===== config.mk =====
export PLATFORM = sky130hd
export DESIGN_NAME = console_io_regs
export DESIGN_NICKNAME = d
export VERILOG_FILES = /design/src/rtl/console_io_pkg.sv /design/src/rtl/cio_decode.sv /design/src/rtl/cio_kbd.sv /design/src/rtl/cio_dsp.sv /design/src/rtl/cio_ctl.sv /design/src/rtl/console_io_regs.sv
export SDC_FILE = /design/constraint.sdc
export NUM_CORES = 1
export LEC_CHECK = 0
export ABC_AREA = 1
export BUFFER_PORTS_ARGS = -buffer_cell sky130_fd_sc_hd__buf_2
export CAP_MARGIN = 20
export CORE_MARGIN = 2
export CORE_UTILIZATION = 46
export CTS_BUF_LIST = sky130_fd_sc_hd__clkbuf_8
export DETAILED_ROUTE_END_ITERATION = 12
export GPL_TIMING_DRIVEN = 0
export PLACE_DENSITY_LB_ADDON = 0.12
export SLEW_MARGIN = 20
export SYNTH_ARGS = -nofsm -noshare
export SYNTH_HDL_FRONTEND = slang
export SYNTH_SLANG_ARGS = --single-unit

===== constraint.sdc =====
create_clock -name clk -period 1.6 [get_ports clk]
set_input_delay 0.16 -clock clk [delete_from_list [all_inputs] [get_ports clk]]
set_output_delay 0.16 -clock clk [all_outputs]
set_load 0.005 [all_outputs]

===== src/rtl/console_io_pkg.sv =====
package console_io_pkg;
  localparam int unsigned NUM_REGS = 5;

  typedef enum logic [2:0] {
    SLOT_DSP_STAT = 3'd0,
    SLOT_DSP_DATA = 3'd1,
    SLOT_KBD_STAT = 3'd2,
    SLOT_KBD_DATA = 3'd3,
    SLOT_CTRL     = 3'd4
  } reg_slot_e;

  localparam logic [15:0] DEF_DSP_STAT = 16'hF3FC;
  localparam logic [15:0] DEF_DSP_DATA = 16'hF3FF;
  localparam logic [15:0] DEF_KBD_STAT = 16'hF400;
  localparam logic [15:0] DEF_KBD_DATA = 16'hF401;
  localparam logic [15:0] DEF_CTRL     = 16'hF402;
endpackage


===== src/rtl/cio_decode.sv =====
module cio_decode
  import console_io_pkg::*;
#(
  parameter int unsigned ADDR_W = 16,
  parameter logic [NUM_REGS-1:0][ADDR_W-1:0] MAP = '0
) (
  input  logic [ADDR_W-1:0]   addr,
  input  logic                rd_en,
  input  logic                wr_en,
  output logic [NUM_REGS-1:0] rd_hit,
  output logic [NUM_REGS-1:0] wr_hit,
  output logic                io_sel,
  output logic                mem_sel
);
  logic [NUM_REGS-1:0] match;

  for (genvar i = 0; i < NUM_REGS; i++) begin : g_cmp
    assign match[i]  = (addr == MAP[i]);
    assign rd_hit[i] = rd_en & match[i];
    assign wr_hit[i] = wr_en & match[i];
  end

  assign io_sel  = (rd_en | wr_en) & (|match);
  assign mem_sel = (rd_en | wr_en) & ~(|match);
endmodule


===== src/rtl/cio_kbd.sv =====
module cio_kbd #(
  parameter int unsigned CHAR_W = 8
) (
  input  logic              clk,
  input  logic              rst_n,
  input  logic              strobe,
  input  logic [CHAR_W-1:0] char_in,
  input  logic              data_rd,
  output logic              rdy,
  output logic [CHAR_W-1:0] char_q
);
  logic              rdy_d;
  logic [CHAR_W-1:0] char_d;
  logic              char_en;

  always_comb begin
    rdy_d   = rdy;
    char_en = strobe;
    char_d  = char_in;
    if (strobe)       rdy_d = 1'b1;
    else if (data_rd) rdy_d = 1'b0;
  end

  always_ff @(posedge clk or negedge rst_n) begin
    if (!rst_n) begin
      rdy    <= 1'b0;
      char_q <= '0;
    end else begin
      rdy <= rdy_d;
      if (char_en) char_q <= char_d;
    end
  end
endmodule


===== src/rtl/cio_dsp.sv =====
module cio_dsp #(
  parameter int unsigned CHAR_W = 8
) (
  input  logic              clk,
  input  logic              rst_n,
  input  logic              data_wr,
  input  logic [CHAR_W-1:0] wchar,
  input  logic              done,
  output logic              rdy,
  output logic              strobe,
  output logic [CHAR_W-1:0] char_q
);
  logic rdy_d;

  always_comb begin
    rdy_d = rdy;
    if (data_wr)   rdy_d = 1'b0;
    else if (done) rdy_d = 1'b1;
  end

  always_ff @(posedge clk or negedge rst_n) begin
    if (!rst_n) begin
      rdy    <= 1'b1;
      strobe <= 1'b0;
      char_q <= '0;
    end else begin
      rdy    <= rdy_d;
      strobe <= data_wr;
      if (data_wr) char_q <= wchar;
    end
  end
endmodule


===== src/rtl/cio_ctl.sv =====
module cio_ctl (
  input  logic clk,
  input  logic rst_n,
  input  logic ctl_wr,
  input  logic run_bit,
  output logic run_q
);
  logic run_d;

  always_comb begin
    run_d = run_q;
    if (ctl_wr) run_d = run_bit;
  end

  always_ff @(posedge clk or negedge rst_n) begin
    if (!rst_n) run_q <= 1'b1;
    else        run_q <= run_d;
  end
endmodule


===== src/rtl/console_io_regs.sv =====
module console_io_regs
  import console_io_pkg::*;
#(
  parameter int unsigned ADDR_W = 16,
  parameter int unsigned DATA_W = 16,
  parameter int unsigned CHAR_W = 8,
  parameter logic [ADDR_W-1:0] DSP_STAT_ADDR = DEF_DSP_STAT,
  parameter logic [ADDR_W-1:0] DSP_DATA_ADDR = DEF_DSP_DATA,
  parameter logic [ADDR_W-1:0] KBD_STAT_ADDR = DEF_KBD_STAT,
  parameter logic [ADDR_W-1:0] KBD_DATA_ADDR = DEF_KBD_DATA,
  parameter logic [ADDR_W-1:0] CTRL_ADDR     = DEF_CTRL
) (
  input  logic              clk,
  input  logic              rst_n,
  input  logic [ADDR_W-1:0] addr,
  input  logic [DATA_W-1:0] wdata,
  input  logic              rd_en,
  input  logic              wr_en,
  output logic [DATA_W-1:0] rdata,
  output logic              io_sel,
  output logic              mem_sel,
  input  logic              kbd_strobe,
  input  logic [CHAR_W-1:0] kbd_char,
  output logic              dsp_strobe,
  output logic [CHAR_W-1:0] dsp_char,
  input  logic              dsp_done,
  output logic              run_en
);
  localparam int unsigned FLAG_BIT = DATA_W - 1;
  localparam logic [NUM_REGS-1:0][ADDR_W-1:0] MAP =
    {CTRL_ADDR, KBD_DATA_ADDR, KBD_STAT_ADDR, DSP_DATA_ADDR, DSP_STAT_ADDR};

  logic [NUM_REGS-1:0] rd_hit;
  logic [NUM_REGS-1:0] wr_hit;
  logic                kbd_rdy;
  logic [CHAR_W-1:0]   kbd_q;
  logic                dsp_rdy;

  cio_decode #(.ADDR_W(ADDR_W), .MAP(MAP)) u_dec (
    .addr(addr), .rd_en(rd_en), .wr_en(wr_en),
    .rd_hit(rd_hit), .wr_hit(wr_hit), .io_sel(io_sel), .mem_sel(mem_sel)
  );

  cio_kbd #(.CHAR_W(CHAR_W)) u_kbd (
    .clk(clk), .rst_n(rst_n), .strobe(kbd_strobe), .char_in(kbd_char),
    .data_rd(rd_hit[SLOT_KBD_DATA]), .rdy(kbd_rdy), .char_q(kbd_q)
  );

  cio_dsp #(.CHAR_W(CHAR_W)) u_dsp (
    .clk(clk), .rst_n(rst_n), .data_wr(wr_hit[SLOT_DSP_DATA]),
    .wchar(wdata[CHAR_W-1:0]), .done(dsp_done), .rdy(dsp_rdy),
    .strobe(dsp_strobe), .char_q(dsp_char)
  );

  cio_ctl u_ctl (
    .clk(clk), .rst_n(rst_n), .ctl_wr(wr_hit[SLOT_CTRL]),
    .run_bit(wdata[FLAG_BIT]), .run_q(run_en)
  );

  always_comb begin
    rdata = '0;
    if (rd_hit[SLOT_DSP_STAT]) rdata[FLAG_BIT] = dsp_rdy;
    if (rd_hit[SLOT_KBD_STAT]) rdata[FLAG_BIT] = kbd_rdy;
    if (rd_hit[SLOT_KBD_DATA]) rdata[CHAR_W-1:0] = kbd_q;
    if (rd_hit[SLOT_CTRL])     rdata[FLAG_BIT] = run_en;
  end
endmodule


==> flow_metrics.tcl, run 1 <==
set metrics [dict create \
    status "completed" \
    swShare_pct 20.5 \
    layoutNonFillerInstCount 242 \
    cts_tree "done" \
    p_sw_mw 0.238 \
    combPwrFrac_pct 11.8 \
    fin_crit_ns 1.39 \
    final_nets 261 \
    root_buffer "clkbuf_8" \
    setup_ws_ns 0.209 \
    synthCells 144 \
    postLayoutCoreUtil_pct 68.7 \
    synth.cell_area_um2 1100 \
    drc 0 \
    p_per_area_nw_per_um2 757 \
    intPower_mw 0.923 \
    worstPathCellList "inv_1, nand4_1, nand2_1, a21oi_1, buf_2" \
    viasPerCell 4.55 \
    async_reset_ff_share_pct 100 \
    fin_total_pwr_mw 1.16 \
    yosys_warnings 0 \
    die_area_um2 2800 \
    rsz0062_at_grt "no" \
    area_delta_synth_final_pct 39.5 \
    wl_um 2380 \
    avgSynthCellArea_um2 7.64 \
    place_ws_ns 0.265 \
    slowest_stage "dfstp_2" \
    cts_max_level 1 \
    routedWlPerCell_um 9.85 \
    ios 74 \
    crit_fanout 2 \
    io_buffer_count 59 \
    cp.required_ns 1.44 \
    fp.dieW_um 52.9 \
    clock_latency_ns 0.25 \
    min_path_type "input pin to flop" \
    critPathMaxStageDelay_ns 0.54 \
    p_leak_nw 0.915 \
    ant_nets 0 \
    finalSetupViolations 0 \
    gp_congestion 0.705 \
    grt_pass1_vias 942 \
    die_y_um 52.9 \
    cts_sinks 20 \
    cts_buffer_depth 2 \
    ys.flop_type "dfrtp_1" \
    grt_pass1_wl_um 3870 \
    peakVddDrop_mv 0.736 \
    ys_seq_area_share_pct 45.7 \
    ctsResizeCount 0 \
    pwr-share-clk_pct 42.7 \
    n_antenna_cell 0 \
    dp.cells 237 \
    antenna_found_initial 0 \
    initialDrtViolationCount 14 \
    yosysTopAreaCell "dfrtp_1" \
    seqPwrFrac_pct 45.5 \
    synth.area.top_cells "dfrtp_1 41%, nand2_1 16%, nor2_1 7.5%, inv_1 5.8%, buf_4 4.8%" \
    grt-ovfl-total 0 \
    crit_type "flop to output port" \
    yosysMostFrequentCell "nand2_1" \
    rows 17 \
    drv_cap 0 \
    ys_ff_latch 20 \
    worst_setup_path_end_kind "output port" \
    holdWs_ns 0.0922 \
    initial_utilization_pct 49.2 \
    grt_start_max_net_pins 21 \
    synthTopCellsByCount "46 x nand2_1, 22 x nor2_1, 18 x dfrtp_1" \
    path_clk_slew_ns 0.07 \
    fin_area_um2 1530 \
    coreArea_um2 2230 \
    finalCritPeriodShare_pct 87.0 \
    drive_gt1_share_pct 37.9 \
    fin_setup_tns_ns 0 \
    cp.arrival_ns 1.23 \
    vias 1101 \
    finalHoldViolations 0 \
    synth-edff-count 0 \
    cts_made_buffers 3 \
    synth_top_area_share_pct 41.0 \
    slew_violations 0 \
    place_area_um2 1450 \
    ys_types 22 \
    fin_skew_ns 0 \
    crit_path_start_kind "flop" \
    dp_hpwl_um 1920 \
    track_usage_pct 18.7 \
    fmax_ghz 0.719 \
    drt_first_pass_iters 4 \
]
## path summary, 6_finish.rpt
kind / start / to / slack [ns] / cells past startpoint
min reg2reg: u_dsp.char_q[2] / u_dsp.char_q[2] / 0.48 / 2
max in group asynchronous: rst_n / u_dsp.rdy / 0.90 / 2
min: wdata[2] / u_dsp.char_q[2] / 0.09 / 3
min in group asynchronous: rst_n / u_dsp.char_q[3] / 0.37 / 2
max reg2reg: u_ctl.run_q / u_ctl.run_q / 0.82 / 2
max: u_ctl.run_q / rdata[15] / 0.21 / 5
## placed cells by master, fill, tap and decap left out
cell and n:
buf_2 59, nand2_1 46, nor2_1 22, dfrtp_1 18
inv_1 17, o21ai_0 8, buf_4 7, conb_1 7
nand3_1 5, nand4_1 3, clkbuf_8 3, nor2_4 2
nor3_1 2, a21oi_1 2, dfstp_2 2, or2_4 1
nand4_4 1, nor2_2 1, nand3_4 1, clkinv_2 1
o21ai_2 1, o2111ai_1 1, buf_6 1, a21o_1 1
bufinv_16 1, dlygate4sd3_1 1
## area by class of cell
| cell class | instances | area [um2] |
|---|---|---|
| buffer | 8 | 63.8 |
| tap | 28 | 35.0 |
| timing repair buffer | 60 | 305 |
| multi-input combinational | 104 | 487 |
| clock buffer | 3 | 41.3 |
| sequential | 20 | 503 |
| fill | 177 | 699 |
| inverter | 18 | 68.8 |
| clock inverter | 1 | 30.0 |
## timing repair
action	4_1_cts	5_1_grt
endpoints found under the hold margin	18	0
setup buffers	0	0
hold buffers	1	0
## kinds of logic after synthesis
kind of cell    count (synthesis)  share of synthesized area, %
buf+inv                        26                          12.1
simple gates                   84                          35.0
other cells                     1                         0.341
compound gates                 13                          6.83
flops                          20                          45.7
## metal layers
layer / vias up / part of all wire (%) / track usage [%]
met5: - / 0 / 0
met2: 47 / 46 / 31.9
met3: 2 / 9.7 / 3.67
met4: 0 / 0.34 / 5.13
met1: 481 / 44 / 24.2
li1: 571 / - / -
## worst max-delay path, delay by kind of cell (launching register included)
kind                   cells  cell delay [ns]
buffers and inverters      2             0.18
DFF                        1             0.54
and+or+nand+nor            2             0.13
AOI/OAI and AO/OA          1             0.13
## sequential cells by signal (all words and copies together), names as in the netlist
name / flops
u_dsp.char_q: 8
u_kbd.rdy: 1
u_dsp.rdy: 1
u_kbd.char_q: 8
u_dsp.strobe: 1
u_ctl.run_q: 1
## power groups by stage
stage | clock [mW] | combinational (mW) | sequential, mW
after global placement | 0 | 0.129 | 0.537
after detailed placement | 0 | 0.135 | 0.538
final | 0.495 | 0.137 | 0.528
after global routing | 0.520 | 0.158 | 0.530
after CTS | 0.502 | 0.137 | 0.528
after floorplan | 0 | 0.0615 | 0.537
No activity file was read; power rests on OpenSTA's default activity.
==> run 2, diff against run 1 <==
--- a/config.mk
+++ b/config.mk
@@ -5,7 +5,6 @@
 export SDC_FILE = /design/constraint.sdc
 export NUM_CORES = 1
 export LEC_CHECK = 0
-export ABC_AREA = 1
 export BUFFER_PORTS_ARGS = -buffer_cell sky130_fd_sc_hd__buf_2
 export CAP_MARGIN = 20
 export CORE_MARGIN = 2
==> run 2 against run 1 <==
  * Final cell count shrank 21%
  * First-iteration DRC count fell by 14%
  * Global-route usage is 1.3 points lower
  * Largest cell class is now multi-input combinational cells
  * Clock power decreased by 24%
==> flow_metrics.tcl, run 2 <==
set metrics [dict create \
    layout_common_cells "57 x buf_2, 18 x dfrtp_1, 9 x mux2_2, 9 x buf_4" \
    gp_congestion 0.652 \
    vias 940 \
    fin_crit_ns 1.53 \
    ios 74 \
    fin_total_pwr_mw 1.04 \
    worst_setup_path_end_kind "output port" \
    fin_skew_ns 0 \
    synthCells 91 \
    slew_violations 0 \
    fp.dieW_um 52.5 \
    cts_sinks 20 \
    cts_max_level 1 \
    register_area_um2 503 \
    synth.area.top_cells "dfrtp_1 42%, mux2_4 11%, mux2_2 9.4%, buf_4 4.9%, dfstp_2 4.9%" \
    yosysMostFrequentCell "dfrtp_1" \
    cp.arrival_ns 1.37 \
    drc 0 \
    p_per_area_nw_per_um2 677 \
    seqPwrFrac_pct 51.3 \
    swShare_pct 21.3 \
    rows 17 \
    cp.required_ns 1.44 \
    place_ws_ns -0.220 \
    yosys.area_share.adder_pct 0 \
    grt_start_max_net_pins 21 \
    p_leak_nw 0.883 \
    final_common_cell "buf_2" \
    multi_input_area_um2 536 \
    finalCritPeriodShare_pct 95.6 \
    synthXorXnorAreaFrac_pct 0 \
    path_clk_slew_ns 0.07 \
    status "completed" \
    initial_utilization_pct 48.8 \
    yosys_warnings 0 \
    r2r_cells 2 \
    ys_ff_latch 20 \
    async_reset_ff_share_pct 100 \
    min_path_type "input pin to flop" \
    finalSetupViolations 0 \
    crit_type "input pin to output port" \
    synthTopCellsByCount "18 x dfrtp_1, 9 x mux2_2, 8 x and2_1, 8 x mux2_4, 7 x buf_4" \
    synth_compound_area_share_pct 5.91 \
    drv_cap 0 \
    cts_buffer_depth 2 \
    finalHoldViolations 0 \
    fmax_ghz 0.653 \
    crit_path_start_kind "input pin" \
    synth_top_area_share_pct 41.7 \
    synth.area.mux_share_pct 20.5 \
    yosysTopAreaCell "dfrtp_1" \
    clock_latency_ns 0.25 \
    final.fill_count 176 \
    combPwrFrac_pct 12.8 \
    synth-edff-count 0 \
    grt-ovfl-total 0 \
    grt_pass1_wl_um 3550 \
    fin_area_um2 1540 \
    area_delta_synth_final_pct 42.3 \
    grt_pass1_vias 901 \
    viasPerCell 4.95 \
    die_y_um 52.5 \
    root_buffer "clkbuf_8" \
    routedWlPerCell_um 12.1 \
    track_usage_pct 17.5 \
    top_regs "u_dsp.char_q x8, u_kbd.char_q x8" \
    initialDrtViolationCount 12 \
    antenna_found_initial 0 \
    coreArea_um2 2210 \
    final_nets 209 \
    synthSimpleGateAreaFrac_pct 18.7 \
    place_area_um2 1420 \
    fin_setup_tns_ns 0 \
    avgSynthCellArea_um2 11.9 \
    cts_made_buffers 3 \
    synth.cell_area_um2 1080 \
    ys_types 30 \
    cts_tree "done" \
    ys.flop_type "dfrtp_1" \
    setup_ws_ns 0.0698 \
    die_area_um2 2750 \
    drive_gt1_share_pct 59.9 \
    synth_top_family_by_area "multiplexers" \
    hold_depth 2 \
    intPower_mw 0.820 \
    crit_fanout 2 \
    pwr-share-clk_pct 35.9 \
    ant_nets 0 \
    postLayoutCoreUtil_pct 69.5 \
    peakVddDrop_mv 0.782 \
    wl_um 2290 \
    ys_seq_area_share_pct 46.6 \
    drt_first_pass_iters 3 \
    dp_hpwl_um 1770 \
    n_antenna_cell 0 \
    io_buffer_count 57 \
    p_sw_mw 0.221 \
]
[run 2: area by class of cell]
class                           instances  area share (%)
Timing Repair Buffer                   61            20.9
Inverter                                4           0.977
Clock buffer                            4            3.58
Tap cell                               28            2.28
Sequential cell                        20            32.7
Buffer                                 10            4.64
Multi-Input combinational cell         63            34.9
[run 2: what timing repair did]
action / CTS / global route
hold buffers: 1 / 0
resized for setup: 1 / 3
endpoints found under the setup margin: 8 / 9
pin swaps: 1 / 2
hold endpoints to repair: 18 / 0
buffers inserted: 1 / 2
cloned: 0 / 0
[run 2: final timing paths]
kind | startpoint | to | slack (ns)
min in group asynchronous | rst_n | u_dsp.char_q[0] | 0.37
max | addr[9] | mem_sel | 0.07
min | dsp_done | u_dsp.rdy | 0.12
max reg2reg | u_ctl.run_q | u_ctl.run_q | 0.79
max in group asynchronous | rst_n | u_dsp.rdy | 0.90
min reg2reg | u_kbd.char_q[0] | u_kbd.char_q[0] | 0.50
[run 2: cell families (layout without fill, tap and decap cells)]
group	count (synthesis)	after routing
compound gates	9	9
buf+inv	14	79
flops	20	20
mux	17	17
other cells	1	7
simple gates	30	30
[run 2: power groups by stage]
stage,logic [mW],clock network (mW),registers (mW)
6_report,0.133,0.374,0.534
3_5_place_dp,0.126,0,0.545
4_1_cts,0.129,0.385,0.535
5_1_grt,0.146,0.403,0.537
3_3_place_gp,0.121,0,0.542
2_1_floorplan,0.0603,0,0.541
[run 2: through the flow]
stage          hold WS, ns  cells
3_3_place_gp         0.119    182
6_report             0.119    190
4_1_cts              0.115    188
2_1_floorplan       -0.136     97
5_1_grt              0.129    190
3_5_place_dp         0.125    182
[run 2: metal layers]
metal | global-route usage [%] | share of wire, %
met1 | 21.0 | 42
met2 | 29.6 | 48
met3 | 2.86 | 8.1
met4 | 9.40 | 1.9
met5 | 0 | 0
[run 2: critical path, stage by stage]
cell	delay, ns
buf_2	0.12
nor4b_4	0.29
nand3_1	0.17
buf_4	0.17
o32ai_1	0.26
nor3_1	0.08
buf_2	0.13
